### src/rtl/arb_pkg.sv
package arb_pkg;
  // strobes from control to datapath
  typedef struct packed {
    logic blockLeft;
    logic blockRight;
    logic busyLeftN;
    logic busyRightN;
  } arbStrobes_t;

  localparam int NUM_PORTS = 2;
  localparam int PORT_LEFT = 0;
  localparam int PORT_RIGHT = 1;
endpackage

### src/rtl/arb_datapath.sv
module arb_datapath
  import arb_pkg::*;
#(
  parameter int ADDR_W = 11
) (
  input  logic              clk,
  input  logic              rstN,
  input  logic              leftCeN,
  input  logic [ADDR_W-1:0] leftAddr,
  input  logic              leftWeN,
  input  logic              rightCeN,
  input  logic [ADDR_W-1:0] rightAddr,
  input  logic              rightWeN,
  input  arbStrobes_t       strobes,
  output logic              collide,
  output logic              chgLeft,
  output logic              chgRight,
  output logic              leftWrite,
  output logic              rightWrite
);
  localparam int TAG_W = ADDR_W + 1;

  logic [TAG_W-1:0] curTag  [NUM_PORTS];
  logic [TAG_W-1:0] prevTag [NUM_PORTS];
  logic [NUM_PORTS-1:0] changed;
  logic [NUM_PORTS-1:0] portCeN;
  logic [NUM_PORTS-1:0] portWeN;
  logic [NUM_PORTS-1:0] portBlock;
  logic [NUM_PORTS-1:0] portWrite;

  assign curTag[PORT_LEFT]  = {leftCeN, leftAddr};
  assign curTag[PORT_RIGHT] = {rightCeN, rightAddr};
  assign portCeN   = {rightCeN, leftCeN};
  assign portWeN   = {rightWeN, leftWeN};
  assign portBlock = {strobes.blockRight, strobes.blockLeft};

  // per-port change detector and write gate
  for (genvar g = 0; g < NUM_PORTS; g++) begin : gPort
    always_ff @(posedge clk or negedge rstN) begin
      if (!rstN) begin
        prevTag[g] <= {1'b1, {ADDR_W{1'b0}}};
      end else begin
        prevTag[g] <= curTag[g];
      end
    end
    assign changed[g]   = (curTag[g] != prevTag[g]);
    assign portWrite[g] = ~portCeN[g] & ~portWeN[g] & ~portBlock[g];
  end

  assign collide    = ~leftCeN & ~rightCeN & (leftAddr == rightAddr);
  assign chgLeft    = changed[PORT_LEFT];
  assign chgRight   = changed[PORT_RIGHT];
  assign leftWrite  = portWrite[PORT_LEFT];
  assign rightWrite = portWrite[PORT_RIGHT];
endmodule

### src/rtl/arb_control.sv
module arb_control
  import arb_pkg::*;
(
  input  logic        clk,
  input  logic        rstN,
  input  logic        masterMode,
  input  logic        busyInLeftN,
  input  logic        busyInRightN,
  input  logic        collide,
  input  logic        chgLeft,
  input  logic        chgRight,
  output arbStrobes_t strobes
);
  logic heldLoserLeft;
  logic loserLeft;
  logic loseNowLeft;
  logic loseNowRight;
  logic busyLeftReg;
  logic busyRightReg;

  // arrival order: the port that changed this cycle is the newcomer
  always_comb begin
    if (chgLeft && !chgRight) begin
      loserLeft = 1'b1;
    end else if (chgRight) begin
      loserLeft = 1'b0;   // right alone, or tie: left wins
    end else begin
      loserLeft = heldLoserLeft;
    end
  end

  assign loseNowLeft  = collide & loserLeft;
  assign loseNowRight = collide & ~loserLeft;

  always_ff @(posedge clk or negedge rstN) begin
    if (!rstN) begin
      heldLoserLeft <= 1'b0;
      busyLeftReg   <= 1'b0;
      busyRightReg  <= 1'b0;
    end else begin
      if (collide) begin
        heldLoserLeft <= loserLeft;
      end
      busyLeftReg  <= loseNowLeft;
      busyRightReg <= loseNowRight;
    end
  end

  always_comb begin
    if (masterMode) begin
      strobes.busyLeftN  = ~busyLeftReg;
      strobes.busyRightN = ~busyRightReg;
      strobes.blockLeft  = busyLeftReg | loseNowLeft;
      strobes.blockRight = busyRightReg | loseNowRight;
    end else begin
      strobes.busyLeftN  = 1'b1;
      strobes.busyRightN = 1'b1;
      strobes.blockLeft  = ~busyInLeftN;
      strobes.blockRight = ~busyInRightN;
    end
  end
endmodule

### src/rtl/dual_port_collision_arbiter.sv
module dual_port_collision_arbiter
  import arb_pkg::*;
#(
  parameter int ADDR_W = 11
) (
  input  logic              clk,
  input  logic              rstN,
  input  logic              masterMode,
  input  logic              leftCeN,
  input  logic [ADDR_W-1:0] leftAddr,
  input  logic              leftWeN,
  input  logic              rightCeN,
  input  logic [ADDR_W-1:0] rightAddr,
  input  logic              rightWeN,
  input  logic              busyInLeftN,
  input  logic              busyInRightN,
  output logic              busyLeftN,
  output logic              busyRightN,
  output logic              leftWrite,
  output logic              rightWrite
);
  arbStrobes_t strobes;
  logic collide;
  logic chgLeft;
  logic chgRight;

  arb_datapath #(.ADDR_W(ADDR_W)) u_datapath (
    .clk(clk), .rstN(rstN),
    .leftCeN(leftCeN), .leftAddr(leftAddr), .leftWeN(leftWeN),
    .rightCeN(rightCeN), .rightAddr(rightAddr), .rightWeN(rightWeN),
    .strobes(strobes), .collide(collide),
    .chgLeft(chgLeft), .chgRight(chgRight),
    .leftWrite(leftWrite), .rightWrite(rightWrite)
  );

  arb_control u_control (
    .clk(clk), .rstN(rstN), .masterMode(masterMode),
    .busyInLeftN(busyInLeftN), .busyInRightN(busyInRightN),
    .collide(collide), .chgLeft(chgLeft), .chgRight(chgRight),
    .strobes(strobes)
  );

  assign busyLeftN  = strobes.busyLeftN;
  assign busyRightN = strobes.busyRightN;
endmodule

### config.mk
export PLATFORM = sky130hd
export DESIGN_NAME = dual_port_collision_arbiter
export DESIGN_NICKNAME = d
export VERILOG_FILES = /design/src/rtl/arb_pkg.sv /design/src/rtl/arb_datapath.sv /design/src/rtl/arb_control.sv /design/src/rtl/dual_port_collision_arbiter.sv
export SDC_FILE = /design/constraint.sdc
export NUM_CORES = 1
export LEC_CHECK = 0
export BUFFER_PORTS_ARGS = -buffer_cell sky130_fd_sc_hd__buf_2
export CORE_MARGIN = 5
export CORE_UTILIZATION = 45
export DETAILED_ROUTE_END_ITERATION = 7
export HOLD_SLACK_MARGIN = 0.03
export PLACE_DENSITY = 0.72
export SKIP_CTS_REPAIR_TIMING = 1
export SLEW_MARGIN = 20
export SYNTH_ARGS = -nofsm -noshare
export SYNTH_HDL_FRONTEND = slang
export SYNTH_SLANG_ARGS = --single-unit
### constraint.sdc
create_clock -name clk -period 1.57 [get_ports clk]
set_input_delay 0.314 -clock clk [delete_from_list [all_inputs] [get_ports clk]]
set_output_delay 0.314 -clock clk [all_outputs]
set_load 0.005 [all_outputs]
## Yosys cells after proc, flatten, opt, wreduce, memory -nomap -nowiden

Cells that the tools add are included.

| word-level totals | value |
|---|---|
| register bits | 27 |
| output and inout port bits | 4 |
| logic and storage cells | 34 |

| operators by class | value |
|---|---|
| eq/ne operators | 3 |
| multiplexer cells | 3 |
| bitwise operators | 21 |
| reduce and logical (&&, ||, !) cells | 2 |

Operator list:

| operator | count |
|---|---|
| $ne A12 B12 Y1 | 2 |
| $eq A11 B11 Y1 | 1 |
| $not A1 Y1 | 11 |
| $and A1 B1 Y1 | 8 |
| $mux W4 | 1 |
| $mux W1 | 2 |
| $or A1 B1 Y1 | 2 |
| $logic_and A1 B1 Y1 | 1 |
| $logic_not A1 Y1 | 1 |

## Logic depth before layout (Yosys ltp)

| depth | value |
|---|---|
| word-level depth | 10 |
| mapped depth | 5 |
| depth with buffers taken out | 5 |

## Hierarchy

From an unflattened synthesis, not the netlist that was laid out.

| second synthesis, totals | value |
|---|---|
| cells, all modules | 88 |
| area, all modules | 1153.6 sq um |

Modules (own cells, without submodules):

| module | instances | cells each | area an instance (sq um) | sequential area each (sq um) |
|---|---|---|---|---|
| arb_datapath | 1 | 74 | 994.7 | 603.1 |
| arb_control | 1 | 14 | 158.9 | 75.1 |

## Worst setup path before layout

OpenSTA, ideal clock, no wires.

| path | value |
|---|---|
| path type | register to output |
| start | reg u_datapath.prevTag[11] in the netlist's numbering |
| end | out rightWrite |
| data arrival time | 1254 ps |
| data required time | 1256 ps |
| setup slack | 2 ps |
| stages on the path, launching flop included | 6 |
| buffers on the path | 0 |
| cell sequence | dfstp_2 -> xor2_1 -> nor4_1 -> nand3_1 -> a21oi_2 -> o21a_1 |

| between the ends | value |
|---|---|
| longest elaborated chain between the ends | 10 |
| elaborated cells between the ends (all ways) | 11 |

Ends and longest elaborated chain:

| element | RTL line | source |
|---|---|---|
| start, declared | arb_datapath.sv:24 | `logic [TAG_W-1:0] prevTag [NUM_PORTS];` |
| start signal, assigned by index | arb_datapath.sv:41 | `prevTag[g] <= {1'b1, {ADDR_W{1'b0}}};` |
| start signal, assigned by index | arb_datapath.sv:43 | `prevTag[g] <= curTag[g];` |
| $ne A12 B12 Y1 * | arb_datapath.sv:46 | `assign changed[g] = (curTag[g] != prevTag[g]);` |
| $logic_not A1 Y1 | arb_control.sv:23 | `if (chgLeft && !chgRight) begin` |
| $logic_and A1 B1 Y1 | arb_control.sv:23 |  |
| $mux W1 * | arb_control.sv:23 |  |
| $not A1 Y1 * | arb_control.sv:33 | `assign loseNowRight = collide & ~loserLeft;` |
| $and A1 B1 Y1 * | arb_control.sv:33 |  |
| $or A1 B1 Y1 * | arb_control.sv:54 | `strobes.blockRight = busyRightReg \| loseNowRight;` |
| $mux W4 * | arb_control.sv:50 | `if (masterMode) begin` |
| $not A1 Y1 * | arb_datapath.sv:47 | `assign portWrite[g] = ~portCeN[g] & ~portWeN[g] & ~portBlock[g];` |
| $and A1 B1 Y1 * | arb_datapath.sv:47 |  |
| end, declared | dual_port_collision_arbiter.sv:20 | `output logic rightWrite` |

Every way passes the cells marked *; elsewhere a longest branch is shown, timed or not.

## Worst setup path after layout

| path | value |
|---|---|
| start | reg u_datapath.prevTag[23] in the netlist's numbering |
| end | out rightWrite |

| between the ends | value |
|---|---|
| longest elaborated chain between the ends | 9 |

Ends and longest elaborated chain:

| element | RTL line |
|---|---|
| $ne A12 B12 Y1 | arb_datapath.sv:46 |
| $logic_and A1 B1 Y1 | arb_control.sv:23 |
| $mux W1 | arb_control.sv:23 |
| $not A1 Y1 | arb_control.sv:33 |
| $and A1 B1 Y1 | arb_control.sv:33 |
| $or A1 B1 Y1 | arb_control.sv:54 |
| $mux W4 | arb_control.sv:50 |
| $not A1 Y1 | arb_datapath.sv:47 |
| $and A1 B1 Y1 | arb_datapath.sv:47 |

No other way between the ends.

==> results.md <==
- The flow ran to the end, but the final reports show violations.
- The checks that failed: negative setup slack.
- The number of clock buffers inserted by TritonCTS is 3.
- The path with the worst hold slack has its endpoint at u_datapath.prevTag[11]$_DFF_PN1_.
- The share of synthesized area occupied by flip-flops and latches is 0.5742.
- The post-synthesis average cell area is 13.12 um^2.
- The count of cell instances traversed by the critical path is 6.
- The initial antenna violation count is 0.
- The hold-critical path depth is 1.
- The overall routing resource usage is 0.1380.
- The leakage power total is 0.6712 nW.
- The die outline height is 61.23 um.
- The final worst-path setup slack is -531.7 ps.
- CTS built an H-tree with a depth of 1.
- The final layout contains 166 nets.
- The period utilization is 1.339.
- The routed design could run at a clock period as short as 2102 ps.
- The signal on the critical path passes through xnor2_1 -> nand4_1 -> nor3_2 -> a21oi_4 -> o21a_1 -> buf_2.
- In the final routing, the length of wire on met1 measures 935 um.
- The first global-routing pass estimated 3712 um of wire.
- The maximum clock frequency is 475.8 MHz.
- The total detailed-routing wirelength is 2297 um.
- The buffers plus inverters on the worst setup path is 1.
- The wire-length estimate of the detail-placed layout is 1832 um.
- The worst hold path begins at rightCeN.
- In this run, the number of DRC markers left after iteration 0 of detailed routing was 13.
- At the worst endpoint, the arrival time is 1790 ps.
- The core box area is 2500 um^2.
- The peak supply drop is 0.0005567 V.
- STA puts the critical path data required time at 1260 ps.
- TritonCTS built the clock tree.
- The die covers 3749 um^2.
- Setup repair after global routing could not meet its margin everywhere.
- The type of the worst min-delay path is input pin to flip-flop.
- The minimum hold slack is 98.86 ps.
- The routed design uses 131 um of met3 wire.
- The startpoint identified for the worst register-to-register timing path is u_datapath.prevTag[23]$_DFF_PN1_.
- For the pin with the worst max-slew slack, the measured transition is 578.1 ps.
- Setup violations remaining at the end of the flow were counted as 2.
- The top fanout value on the critical path is 5.
- The worst-case clock skew is 2.288 ps.
- The largest total area in the synthesized netlist belongs to sky130_fd_sc_hd__dfrtp_1.
- The highest metal layer with signal wires is met4.
- After synthesis, the cell types taking the most area are sky130_fd_sc_hd__dfrtp_1 (53%), sky130_fd_sc_hd__xnor2_1 (14%), sky130_fd_sc_hd__xor2_1 (12%).
- The flip-flop and latch count after synthesis is 27.
- The synthesis-to-layout area growth is 26.06%.
- In the final layout, the share of cells above drive strength 1 is 0.3955.
- The number of max-capacitance violations reported is 0.
- The sort of element at the start of the critical path is a flip-flop.
- The post-synth net total is 121.
- The horizontal die dimension is 61.23 um.
- The power per standard cell area is 830.6 nW/um^2.
- Using the TritonRoute via totals, the vias-per-cell ratio works out to 5.000.
- The count of different cell masters after synthesis is 23.
- Detailed routing placed a total of 1189 um of wire on met2.
- The number of fill cells is 214.
- The critical register-to-register path endpoint is u_control.heldLoserLeft$_DFFE_PN0P_.
- On the critical path the largest part of the delay comes from flip-flops.
- Of the post-synthesis cell area, the dominant cell type holds 0.5297.
- The count of nets left with antenna violations once routing finished came out at 0.
- The number of antenna diodes in the final layout is 0.
- The largest net degree at the start of global routing is 28.
- The residual DRC count is 0.
- STA classifies the critical path endpoint as a primary output.
- The routed length per placed instance is 14.01 um.
- For flop-to-flop paths, the worst setup slack is 50 ps.
- Once layout is complete, the utilization of the core stands at 0.5956.
- The number of cells on the worst reg-to-reg path is 5.
- The worst setup path is of the flip-flop to primary output kind.
- The starting utilization of the core area is 0.4725.
- The cell type of the slowest stage on the worst timing path is sky130_fd_sc_hd__dfstp_2.
- CTS saw 27 sinks.
- After clock tree synthesis, the clock-pin slew on the worst setup and hold paths is 140 ps.
- The worst max-slew margin expressed relative to the limit is 0.6146.
- The cell row count is 18.
- The number of instances in the synthesized netlist is 90.
- After synthesis the cells add up to 1181 um^2.
- The number of placed instances with taps included is 159.
- The number of warnings reported in the yosys synthesis log is 0.
- The maximum single-stage delay on the critical path is 560 ps.
- The number of failing hold endpoints at the final stage is 0.
- The first detailed-routing pass took 2 iterations.
- The number of standard cells in the layout, taps in and fillers out is 164.
- In this run the clock root is driven by a sky130_fd_sc_hd__clkbuf_4.
- Summed over all layers, the global routing overflow is 0.
- In this run the deepest clock path goes through 2 buffers.
- The library cells used most frequently in the layout, excluding fill and tap cells, are sky130_fd_sc_hd__buf_2 (34), sky130_fd_sc_hd__dfrtp_1 (25), sky130_fd_sc_hd__xnor2_1 (19).
- At the end of routability-driven placement, the weighted congestion stood at 0.7354.
- The port buffer count is 34.
- The routed layout has 820 vias.
- The final number of max-transition violations is 0.
- For the worst-skew pair, the clock arrives at the later sink with an insertion delay of 330 ps.
- The I/O pin count is 35.
- The via count of the first global-routing pass came to 855.
- The commonest non-fill, non-tap cell in the layout is sky130_fd_sc_hd__buf_2.
## power by group
group / switching [W] / internal, W / total, W
sequential: 0.0000138 / 0.000729 / 0.000742
combinational: 0.0000983 / 0.0000958 / 0.000194
clock: 0.000204 / 0.0000959 / 0.000300
## Yosys cell counts
library cell,number
sky130_fd_sc_hd__dfrtp_1,25
sky130_fd_sc_hd__xnor2_1,19
sky130_fd_sc_hd__xor2_1,16
sky130_fd_sc_hd__nand4_1,5
sky130_fd_sc_hd__nor4_1,3
sky130_fd_sc_hd__dfstp_2,2
sky130_fd_sc_hd__nand2_1,2
sky130_fd_sc_hd__nand2b_1,2
sky130_fd_sc_hd__nor3_1,2
sky130_fd_sc_hd__a211o_1,1
sky130_fd_sc_hd__a21oi_2,1
sky130_fd_sc_hd__a31oi_1,1
sky130_fd_sc_hd__and2_1,1
sky130_fd_sc_hd__inv_1,1
sky130_fd_sc_hd__mux2_2,1
sky130_fd_sc_hd__mux2_4,1
sky130_fd_sc_hd__nand3_1,1
sky130_fd_sc_hd__nor2_1,1
sky130_fd_sc_hd__nor2b_1,1
sky130_fd_sc_hd__nor3_4,1
sky130_fd_sc_hd__nor4_2,1
sky130_fd_sc_hd__o21a_1,1
sky130_fd_sc_hd__o21ai_0,1
## through the flow
stage	cell area [um^2]	setup TNS, ps	power (W)	setup slack (ps)
5_1_grt	1489	-1294	0.001295	-643.4
2_1_floorplan	1181	0	0.0008408	1.652
3_5_place_dp	1426	-766.3	0.0009452	-347.7
6_report	1489	-1026	0.001237	-531.7
4_1_cts	1454	-1532	0.001248	-736.2
3_3_place_gp	1426	-778.2	0.0009403	-362.3
## worst max path at each step
stage | start | endpoint | slack (ps)
2_1_floorplan | u_datapath.prevTag[11]$_DFF_PN1_ | rightWrite | 2
3_3_place_gp | rightCeN | rightWrite | -360
3_5_place_dp | rightCeN | rightWrite | -350
4_1_cts | u_datapath.prevTag[11]$_DFF_PN1_ | rightWrite | -740
5_1_grt | u_datapath.prevTag[23]$_DFF_PN1_ | rightWrite | -640
6_report | u_datapath.prevTag[23]$_DFF_PN1_ | rightWrite | -530
## worst register-to-register path, stage by stage (launching register included)
cell and delay, ps:
sky130_fd_sc_hd__dfstp_2 560, sky130_fd_sc_hd__xnor2_1 110, sky130_fd_sc_hd__nand4_1 130, sky130_fd_sc_hd__nor3_2 270
sky130_fd_sc_hd__a21oi_4 100, sky130_fd_sc_hd__mux2_4 260
## per-layer routing
layer	vias up	GRT usage
met5	-	0
met4	0	0.05573
met3	3	0.02725
met2	20	0.2477
met1	407	0.1602
li1	390	-
## sequential cells by signal (all words and copies together) (netlist names)
register,cells
u_control.busyLeftReg,1
u_datapath.prevTag,24
u_control.heldLoserLeft,1
u_control.busyRightReg,1
## cell families (layout without fill, tap and decap cells)
| logic type | after synthesis | in the layout | synth area share |
|---|---|---|---|
| xor gates and xnor gates | 35 | 35 | 0.2595 |
| muxes | 2 | 2 | 0.02224 |
| AOI/OAI and AO/OA | 5 | 5 | 0.03072 |
| buffers and inverters | 1 | 45 | 0.003175 |
| and+or+nand+nor | 20 | 20 | 0.1102 |
| DFF | 27 | 27 | 0.5742 |
## layout make-up
cell class	instances	area, um^2	area share
Clock buffer	3	22.52	0.01513
Clock inverter	1	5.005	0.003361
Inverter	1	3.754	0.002521
Multi-Input combinational cell	62	524.3	0.3521
Sequential cell	27	678.2	0.4555
Tap cell	30	37.54	0.02521
Timing Repair Buffer	40	217.7	0.1462
Power figures use the tool's default switching activity.
